File: src/rtl/scc_pkg.sv
// Shared types for the staggered capture controller.
// Assumes: nothing beyond the encoding below.
package scc_pkg;
    typedef enum logic [2:0] {
        ST_IDLE   = 3'd0,
        ST_SHIFT  = 3'd1,
        ST_SETTLE = 3'd2,
        ST_CAPT   = 3'd3,
        ST_FIN    = 3'd4
    } scc_state_e;
endpackage

File: src/rtl/scc_perm_check.sv
// Checks that a packed order vector is a permutation of 0..NUM_DOM-1.
// Assumes: slot s lives in bits [s*IDX_W +: IDX_W]; purely combinational.
module scc_perm_check #(
    parameter int NUM_DOM = 4,
    parameter int IDX_W   = 2
) (
    input  logic [NUM_DOM*IDX_W-1:0] order_i,
    output logic                     perm_ok_o
);
    // Count occurrences of each domain index; each must appear exactly once.
    always_comb begin
        perm_ok_o = 1'b1;
        for (int v = 0; v < NUM_DOM; v++) begin
            int hits;
            hits = 0;
            for (int s = 0; s < NUM_DOM; s++) begin
                if (order_i[s*IDX_W +: IDX_W] == IDX_W'(v)) hits++;
            end
            if (hits != 1) perm_ok_o = 1'b0;
        end
    end
endmodule

File: src/rtl/scc_shift_div.sv
// Shift clock divider for the load phase, with optional per-domain stagger.
// Assumes: DIV >= NUM_DOM so that staggered pulses fall in distinct phases;
// counters are cleared whenever run_i is low.
module scc_shift_div #(
    parameter int NUM_DOM   = 4,
    parameter int DIV       = 4,
    parameter int SHIFT_LEN = 3
) (
    input  logic               clk,
    input  logic               rst_n,
    input  logic               run_i,
    input  logic               stagger_i,
    output logic [NUM_DOM-1:0] shift_pulse_o,
    output logic               load_done_o
);
    localparam int DIV_W = (DIV > 1) ? $clog2(DIV) : 1;
    localparam int LEN_W = (SHIFT_LEN > 1) ? $clog2(SHIFT_LEN) : 1;

    logic [DIV_W-1:0] div_q;
    logic [LEN_W-1:0] len_q;
    logic             div_wrap;

    assign div_wrap    = (div_q == DIV_W'(DIV - 1));
    assign load_done_o = run_i && div_wrap && (len_q == LEN_W'(SHIFT_LEN - 1));

    // Advance divider phase and count completed shift periods.
    always_ff @(posedge clk) begin
        if (!rst_n || !run_i) begin
            div_q <= '0;
            len_q <= '0;
        end else begin
            div_q <= div_wrap ? '0 : div_q + 1'b1;
            if (div_wrap) len_q <= len_q + 1'b1;
        end
    end

    // One pulse per domain per period, at its own phase when staggered.
    for (genvar d = 0; d < NUM_DOM; d++) begin : g_pulse
        assign shift_pulse_o[d] = run_i &&
            (stagger_i ? (div_q == DIV_W'(d)) : (div_q == '0));
    end

    p_stagger_distinct_r3: assert property (@(posedge clk) disable iff (!rst_n)
        (run_i && stagger_i) |-> $onehot0(shift_pulse_o));
endmodule

File: src/rtl/stagger_capture_ctrl.sv
// Top of the staggered multi-domain capture controller.
// Sequences load, scan-enable settle and one-at-a-time domain capture in a
// per-pattern order, driving gated-clock enables or hold controls.
// Assumes: clk is the fastest clock; dom_tick_i are full-rate enables
// synchronous to clk; downstream gates use the registered outputs.
module stagger_capture_ctrl #(
    parameter int NUM_DOM    = 4,
    parameter int DIV        = 4,
    parameter int SHIFT_LEN  = 3,
    parameter int SETTLE_CYC = 2,
    parameter int IDX_W      = (NUM_DOM > 1) ? $clog2(NUM_DOM) : 1
) (
    input  logic                     clk,
    input  logic                     rst_n,
    input  logic                     start_i,
    input  logic [NUM_DOM*IDX_W-1:0] order_i,
    input  logic                     mode_hold_i,
    input  logic                     stagger_i,
    input  logic [NUM_DOM-1:0]       dom_tick_i,
    output logic [NUM_DOM-1:0]       dom_clk_en_o,
    output logic [NUM_DOM-1:0]       dom_hold_o,
    output logic                     scan_en_o,
    output logic                     done_o,
    output logic                     order_err_o
);
    import scc_pkg::*;

    localparam int SET_W = (SETTLE_CYC > 1) ? $clog2(SETTLE_CYC) : 1;

    scc_state_e               state_q;
    logic [NUM_DOM*IDX_W-1:0] order_q;
    logic [SET_W-1:0]         settle_q;
    logic [IDX_W-1:0]         slot_q;
    logic [IDX_W-1:0]         cur_dom;
    logic                     perm_ok;
    logic                     load_done;
    logic [NUM_DOM-1:0]       shift_pulse;
    logic [NUM_DOM-1:0]       cap_vec;
    logic [NUM_DOM-1:0]       pulse;
    logic [NUM_DOM-1:0]       seen_q;
    logic                     slot_last;
    logic                     settle_end;

    scc_perm_check #(.NUM_DOM(NUM_DOM), .IDX_W(IDX_W)) perm_i (
        .order_i   (order_i),
        .perm_ok_o (perm_ok)
    );

    scc_shift_div #(.NUM_DOM(NUM_DOM), .DIV(DIV), .SHIFT_LEN(SHIFT_LEN)) div_i (
        .clk           (clk),
        .rst_n         (rst_n),
        .run_i         (state_q == ST_SHIFT),
        .stagger_i     (stagger_i),
        .shift_pulse_o (shift_pulse),
        .load_done_o   (load_done)
    );

    assign cur_dom    = order_q[slot_q*IDX_W +: IDX_W];
    assign slot_last  = (slot_q == IDX_W'(NUM_DOM - 1));
    assign settle_end = (settle_q == SET_W'(SETTLE_CYC - 1));

    // Capture pulse for the domain owning the current slot, on its tick.
    always_comb begin
        cap_vec = '0;
        if (state_q == ST_CAPT && dom_tick_i[cur_dom]) cap_vec[cur_dom] = 1'b1;
    end

    assign pulse = shift_pulse | cap_vec;

    // Pattern sequencer: idle, load, settle, capture slots, finish.
    always_ff @(posedge clk) begin
        if (!rst_n) begin
            state_q  <= ST_IDLE;
            order_q  <= '0;
            settle_q <= '0;
            slot_q   <= '0;
        end else begin
            case (state_q)
                ST_IDLE: if (start_i && perm_ok) begin
                    order_q <= order_i;
                    state_q <= ST_SHIFT;
                end
                ST_SHIFT: if (load_done) state_q <= ST_SETTLE;
                ST_SETTLE: begin
                    settle_q <= settle_q + 1'b1;
                    if (settle_end) state_q <= ST_CAPT;
                end
                ST_CAPT: if (|cap_vec) begin
                    slot_q <= slot_q + 1'b1;
                    if (slot_last) state_q <= ST_FIN;
                end
                default: state_q <= ST_IDLE;
            endcase
            if (state_q != ST_SETTLE) settle_q <= '0;
            if (state_q != ST_CAPT)   slot_q   <= '0;
        end
    end

    // Order-error flag, updated only by starts accepted in idle.
    always_ff @(posedge clk) begin
        if (!rst_n)                            order_err_o <= 1'b0;
        else if (state_q == ST_IDLE && start_i) order_err_o <= !perm_ok;
    end

    // Registered output stage: enables, holds, scan enable, done.
    always_ff @(posedge clk) begin
        if (!rst_n) begin
            dom_clk_en_o <= '0;
            dom_hold_o   <= '0;
            scan_en_o    <= 1'b1;
            done_o       <= 1'b0;
        end else begin
            dom_clk_en_o <= mode_hold_i ? '1 : pulse;
            dom_hold_o   <= mode_hold_i ? ~pulse : '0;
            scan_en_o    <= (state_q == ST_IDLE) || (state_q == ST_SHIFT);
            done_o       <= (state_q == ST_FIN);
        end
    end

    // Tracks which domains captured in this pattern (checking aid).
    always_ff @(posedge clk) begin
        if (!rst_n || state_q == ST_IDLE) seen_q <= '0;
        else                              seen_q <= seen_q | cap_vec;
    end

    p_one_active_r5: assert property (@(posedge clk) disable iff (!rst_n)
        !scan_en_o |-> $onehot0(dom_clk_en_o & ~dom_hold_o));
    p_capture_once_r5: assert property (@(posedge clk) disable iff (!rst_n)
        (state_q == ST_CAPT) |-> ((cap_vec & seen_q) == '0));
    p_capture_se_low_r4: assert property (@(posedge clk) disable iff (!rst_n)
        (|cap_vec) |=> !scan_en_o);
    p_done_all_seen_r10: assert property (@(posedge clk) disable iff (!rst_n)
        done_o |-> (&seen_q));
    p_done_pulse_r10: assert property (@(posedge clk) disable iff (!rst_n)
        done_o |=> !done_o);
    p_bad_order_idle_r9: assert property (@(posedge clk) disable iff (!rst_n)
        (state_q == ST_IDLE && start_i && !perm_ok) |=> (order_err_o && state_q == ST_IDLE));
endmodule

File: config.mk
export PLATFORM = sky130hd
export DESIGN_NAME = stagger_capture_ctrl
export DESIGN_NICKNAME = d
export VERILOG_FILES = /design/src/rtl/scc_pkg.sv /design/src/rtl/scc_perm_check.sv /design/src/rtl/scc_shift_div.sv /design/src/rtl/stagger_capture_ctrl.sv
export SDC_FILE = /design/constraint.sdc
export NUM_CORES = 1
export LEC_CHECK = 0
export ABC_CLOCK_PERIOD_IN_PS = 3600
export CAP_MARGIN = 20
export CORE_MARGIN = 10
export CORE_UTILIZATION = 49
export CTS_CLUSTER_DIAMETER = 150
export CTS_CLUSTER_SIZE = 24
export DETAILED_ROUTE_END_ITERATION = 12
export PLACE_DENSITY = 0.77
export SETUP_SLACK_MARGIN = 0.15
export SYNTH_ARGS = -nofsm -noshare
export SYNTH_HDL_FRONTEND = slang
export SYNTH_HIERARCHICAL = 1
export SYNTH_SLANG_ARGS = --single-unit
File: constraint.sdc
create_clock -name clk -period 3.6 [get_ports clk]
set_input_delay 1.08 -clock clk [delete_from_list [all_inputs] [get_ports clk]]
set_output_delay 1.08 -clock clk [all_outputs]
set_load 0.05 [all_outputs]
After elaboration in Yosys (flattened, before gate mapping)
Index checks and enable logic that the tools add are counted.
- output and inout port bits: 11
- word-level logic and storage cells: 129
- flip-flop bits (word level): 29
- input port bits: 17
- reduce and logical (&&, ||, !) cells: 29
- equal/unequal tests: 32
- $add $sub $neg: 16
- shifts and indexed selects: 1
- mux-type cells: 35
- bitwise logic cells: 3
- $lt $le $gt $ge: 2
- operator list (kind ; count):
    32-bit two-way mux ; 12
    32-bit by 2-bit adder with 32-bit output (second input constant) ; 8
    32-bit by 2-bit inequality test with 1-bit output (second input constant) ; 4
    2-bit equality test (second input constant) ; 12
    3-bit two-way mux ; 5
    1-bit two-way mux ; 13
    3-bit one-hot mux with 4 select lines ; 1
    2-bit by 1-bit equality test with 1-bit output (second input constant) ; 5
    1-bit logical AND ; 10
    2-bit logical NOT ; 5
    1-bit by 1-bit adder with 2-bit output (second input constant) ; 4
    4-bit two-way mux ; 2
    2-bit inequality test (second input constant) ; 4
    8-bit by 4-bit variable part select with 2-bit output ; 1
    2-bit by 1-bit adder with 2-bit output (second input constant) ; 3
    3-bit by 2-bit equality test with 1-bit output (second input constant) ; 2
    3-bit by 2-bit inequality test with 1-bit output (second input constant) ; 2
    2-bit AND reduction ; 3
    2-bit OR reduction ; 3
    5-bit AND reduction ; 1
    4-bit NOT ; 1
    4-bit bitwise OR ; 1
    4-bit OR reduction ; 1
    3-bit by 1-bit equality test with 1-bit output (second input constant) ; 1
    other kinds (11) ; 14

Logic depth before layout (Yosys ltp)
- depth in word-level cells: 16
- depth in mapped cells: 16
- gate-level depth less buffers: 16

Cells and area by module
Netlist, hierarchy kept.
- by module, submodules not included (module ; instances ; seq. area each (um^2) ; cells an instance ; area each (um^2)):
    stagger_capture_ctrl ; 1 ; 500.5 ; 106 ; 1111.1
    scc_perm_check ; 1 ; 0.0 ; 88 ; 606.8
    scc_shift_div ; 1 ; 80.1 ; 29 ; 280.3

Least setup slack after synthesis
Ideal clock, no wire load.
- path kind: input port to flip-flop
- from: input order_i[0]
- to: register state_q[1]
- cell stages on the path: 13
- buffers on the path: 0
- required time: 3.485 ns
- setup time: 0.115 ns
- path slack: -0.234 ns
- arrival time: 3.718 ns
- cells stage by stage: nor2b_1 > ha_1 > xnor2_1 > ha_1 > nor3b_1 > o21ai_0 > a221oi_1 > and4b_1 > nand3b_1 > a2111o_1 > o22ai_2 > o22ai_1 > a31o_1
- word-level cells in the longest chain between the ends: 16
- elaborated cells between the ends (all ways): 43
- RTL lines (what ; line ; text):
    start: declaration ; stagger_capture_ctrl.sv:16 ; input logic [NUM_DOM*IDX_W-1:0] order_i,
    2-bit logical NOT ; scc_perm_check.sv:17 ; if (order_i[s*IDX_W +: IDX_W] == IDX_W'(v)) hits++;
    1-bit two-way mux ; scc_perm_check.sv:17 ;
    1-bit by 1-bit adder with 2-bit output ; scc_perm_check.sv:17 ;
    32-bit two-way mux ; scc_perm_check.sv:17 ;
    32-bit by 2-bit adder with 32-bit output ; scc_perm_check.sv:17 ;
    32-bit two-way mux ; scc_perm_check.sv:17 ;
    32-bit by 2-bit adder with 32-bit output ; scc_perm_check.sv:17 ;
    32-bit two-way mux ; scc_perm_check.sv:17 ;
    32-bit by 2-bit inequality test with 1-bit output ; scc_perm_check.sv:19 ; if (hits != 1) perm_ok_o = 1'b0;
    1-bit two-way mux (3 in series) ; scc_perm_check.sv:19 ;
    1-bit two-way mux * ; scc_perm_check.sv:19 ;
    named net perm_ok ; stagger_capture_ctrl.sv:35 ; logic perm_ok;
    1-bit logical AND * ; stagger_capture_ctrl.sv:79 ; ST_IDLE: if (start_i && perm_ok) begin
    2-bit inequality test (no source line) * ; - ;
    5-bit AND reduction (no source line) * ; - ;
    end signal: assignment ; stagger_capture_ctrl.sv:81 ; state_q <= ST_SHIFT;
    end signal: assignment ; stagger_capture_ctrl.sv:83 ; ST_SHIFT: if (load_done) state_q <= ST_SETTLE;
    end signal: assignment ; stagger_capture_ctrl.sv:86 ; if (settle_end) state_q <= ST_CAPT;
    end: declaration ; stagger_capture_ctrl.sv:30 ; scc_state_e state_q;
Mark *: on every way through the listed nets, which the timed path passes. The rest lies on a longest branch.
A chain may end at the register's enable or synchronous reset.

Worst setup path after layout
Ends and elaborated chain as after synthesis.

==> out/metrics.csv <==
metric,value,unit
met3 usage,3.809,%
worst reg2reg path depth,9,
FMAX,264.3,MHz
initial DRC count,36,
final hold violation count,0,
setup TNS,-505.7,ps
CTS Buf Count,5,
Worst Path Arrival,4020,ps
H-tree level count,2,
Detailed Routing Iterations Pass 1,4,
CP Cell Sequence,buf_6 > buf_6 > nor2b_4 > inv_1 > ha_2 > a21oi_2 > ha_2 > nand2_2 > or4b_4 > o211ai_1 > and4b_1 > nand3b_1 > a2111o_1 > o22ai_2 > buf_4 > o211a_1 > a31o_1,
synth top area cells,"dfxtp_1 29%, ha_1 11%, mux2i_1 6.5%",
vias per cell,5.263,
combinational power share,26.5,%
clock tree sinks,29,
crit-path max cell delay,490,ps
routed vias,1758,
most common cell in the netlist,dfxtp_1,
met1 usage,15.56,%
I/O pin cnt,28,
# rows,23,
crit path max fanout,4,
Synth warnings,6,
fin crit share,105.1,%
unrepaired setup endpoints after global routing,true,
reg2reg end,state_q[1],
first-pass GRT wire length,8556,µm
Die ar.,7033,µm²
"Reg clk slew, reported paths",70,ps
share of the synthesized area in the top cell type,29.05,%
Mapped Area,1998,µm²
wire per inst,14.69,µm
"Distinct cells, synth",63,
clock share of power,32.4,%
Final ANT Viol Nets,0,
Critical Path Sink Type,flop,
Worst Hold Depth,1,
status,finished with violations,
synthesized area per cell,8.960,µm²
Post-Synthesis Cells,223,
Internal,571.7,µW
port bufs,27,
FF-to-FF Start,state_q[2],
Seq pwr share,41.1,%
Min Hold Slack,442.4,ps
Leakage,1.251,nW
largest area contributor in the synthesized netlist,dfxtp_1,
Hold Path Origin,settle_end,
"Req. time, crit path",3830,ps
initial antenna violation count,0,
hold_buf cts,0,
CP Class,in2reg,
Die Y,83.86,µm
Rel. slew slack,47.23,%
dpl hpwl,3512,µm
Initial Util,50.32,%
failing checks,setup timing,
Post-synth EDFFs,0,
CP max stage cell,or4b_4,
worst-margin pin slew,789.1,ps
worst skew pair latency,280,ps
n_diodes,0,
Post-synth top flop,dfxtp_1,
"Min Clock Period, post-route",3784,ps
busiest grt layer,met2,
GR Layer Usage met2,25.44,%
Reg2Reg Setup Slack,830,ps
Max-Cap Viols,0,
final slew viol count,0,
number of global-route vias before repair,1835,
root buffer cell,clkbuf_8,
Bufs on Longest Clock Path,2,
number of synthesized register bits,29,
nets@finish,317,
Layout Skew,9.224,ps
Core Area,3971,µm²
Min-Delay Endpoint,settle_end,
Worst Setup Start Kind,input port,
chip width,83.86,µm
share of cells above drive strength 1,32.75,%
Syn-to-layout area delta,38.95,%
NetSw,235.2,µW
worst setup margin,-183.6,ps
Worst Hold Class,reg2reg,
commonest cells in the synthesized netlist,"29 x dfxtp_1, 18 x nor2_1, 17 x ha_1, 17 x inv_1, 17 x nand2_1",
Routed WL,4906,µm
GRT overflow,0,
DRC,0,
Switching Share,29.15,%
Tot GR Track Use,14.54,%
CTS tree,yes,
Synth async-reset ratio,0,%
largest net degree at the start of global routing,24,
Routability Congestion,0.8630,
Power Density,290.6,nW/µm²
fin cells,334,
"Seq/Total Area, Yosys",29.05,%
dpl cells,319,
Max VDD drop,0.1801,mV
syn_nets,257,
Finish-stage setup viols,3,
[per-stage QoR]
step	area (µm²)	worst slack (ps)	power, mW	utilization [%]
2_1_floorplan	2078	-127.8	0.4571	-
3_3_place_gp	2559	-823.9	0.5316	64.43
3_5_place_dp	2559	-860.6	0.5346	64.43
4_1_cts	2741	-144.5	0.8065	69.03
5_1_grt	2776	-335.1	0.8464	69.91
6_report	2776	-183.6	0.8069	69.91
[cell usage in the layout, fill, tap and decap left out, types with 3 or more instances in the layout]
cell type,n
ha_1,11
nand2_1,16
nor2b_4,3
ha_2,3
xnor2_2,3
nand3_1,5
inv_1,15
clkdlybuf4s50_1,21
mux2i_1,13
o21ai_0,5
clkbuf_8,5
nor2b_1,10
nor2_1,17
buf_4,33
buf_6,3
ha_4,3
nand2b_4,4
a21oi_1,6
nor3_1,3
dfxtp_1,29
o21a_1,4
[layout make-up]
cell class	count	area (µm²)
clock buffers	6	72.57
well taps	50	62.56
clock inverters	2	10.01
repair buffers	61	535.5
flip-flops and latches	29	580.6
fillers	308	1195
multi-input cells	169	1451
inverters	17	63.81
[sequential cells by signal, summed over array words and instances, names as in the netlist]
name	flops
done_o	1
settle_end	1
div_i/len_q	2
order_err_o	1
dom_clk_en_o	4
dom_hold_o	4
state_q	3
order_q	8
scan_en_o	1
div_i/div_q	2
slot_q	2
[critical path, delay by kind of cell]
kind / cells / cell delay [ps]
compound gates: 6 / 1050
fa+ha+maj: 2 / 380
buf+inv: 4 / 440
simple gates: 5 / 1050
[worst max-delay path by stage]
stage                          start    endpoint  slack, ps  cells after the start
final                     order_i[0]  state_q[1]       -180                     17
after detailed placement  order_i[0]  state_q[1]       -860                     15
after CTS                 order_i[3]  state_q[2]       -140                     17
after global routing      order_i[0]  state_q[1]       -340                     17
after global placement    order_i[0]  state_q[1]       -820                     15
after floorplan           order_i[2]  state_q[1]       -130                     14
[per-layer routing]
layer  routed length, µm  part of all wire, %
met5                   0                    0
met3                 129                  2.6
met1                2068                   42
met4                 132                  2.7
met2                2576                   53
[what timing repair did]
item                                    CTS  global route
gates resized for setup                  40             6
pin swaps                                12            10
endpoints found under the setup margin   12             9
setup buffers                             6             1
[kinds of logic after synthesis]
family | count (synthesis) | share of synthesized area [%]
muxes | 15 | 8.954
DFF | 29 | 29.05
buffers and inverters | 25 | 5.948
xor gates and xnor gates | 6 | 2.630
and+or+nand+nor | 89 | 26.61
adders and majority gates | 17 | 10.64
AOI/OAI and AO/OA | 42 | 16.16
[power groups by stage]
stage	Combinational, mW	Sequential (mW)	Clock [mW]
after floorplan	0.0973	0.360	0
after global routing	0.233	0.332	0.282
final	0.214	0.332	0.261
after CTS	0.207	0.331	0.268
after global placement	0.193	0.338	0
after detailed placement	0.196	0.339	0
Note: power is estimated with default switching activity, not from simulation.
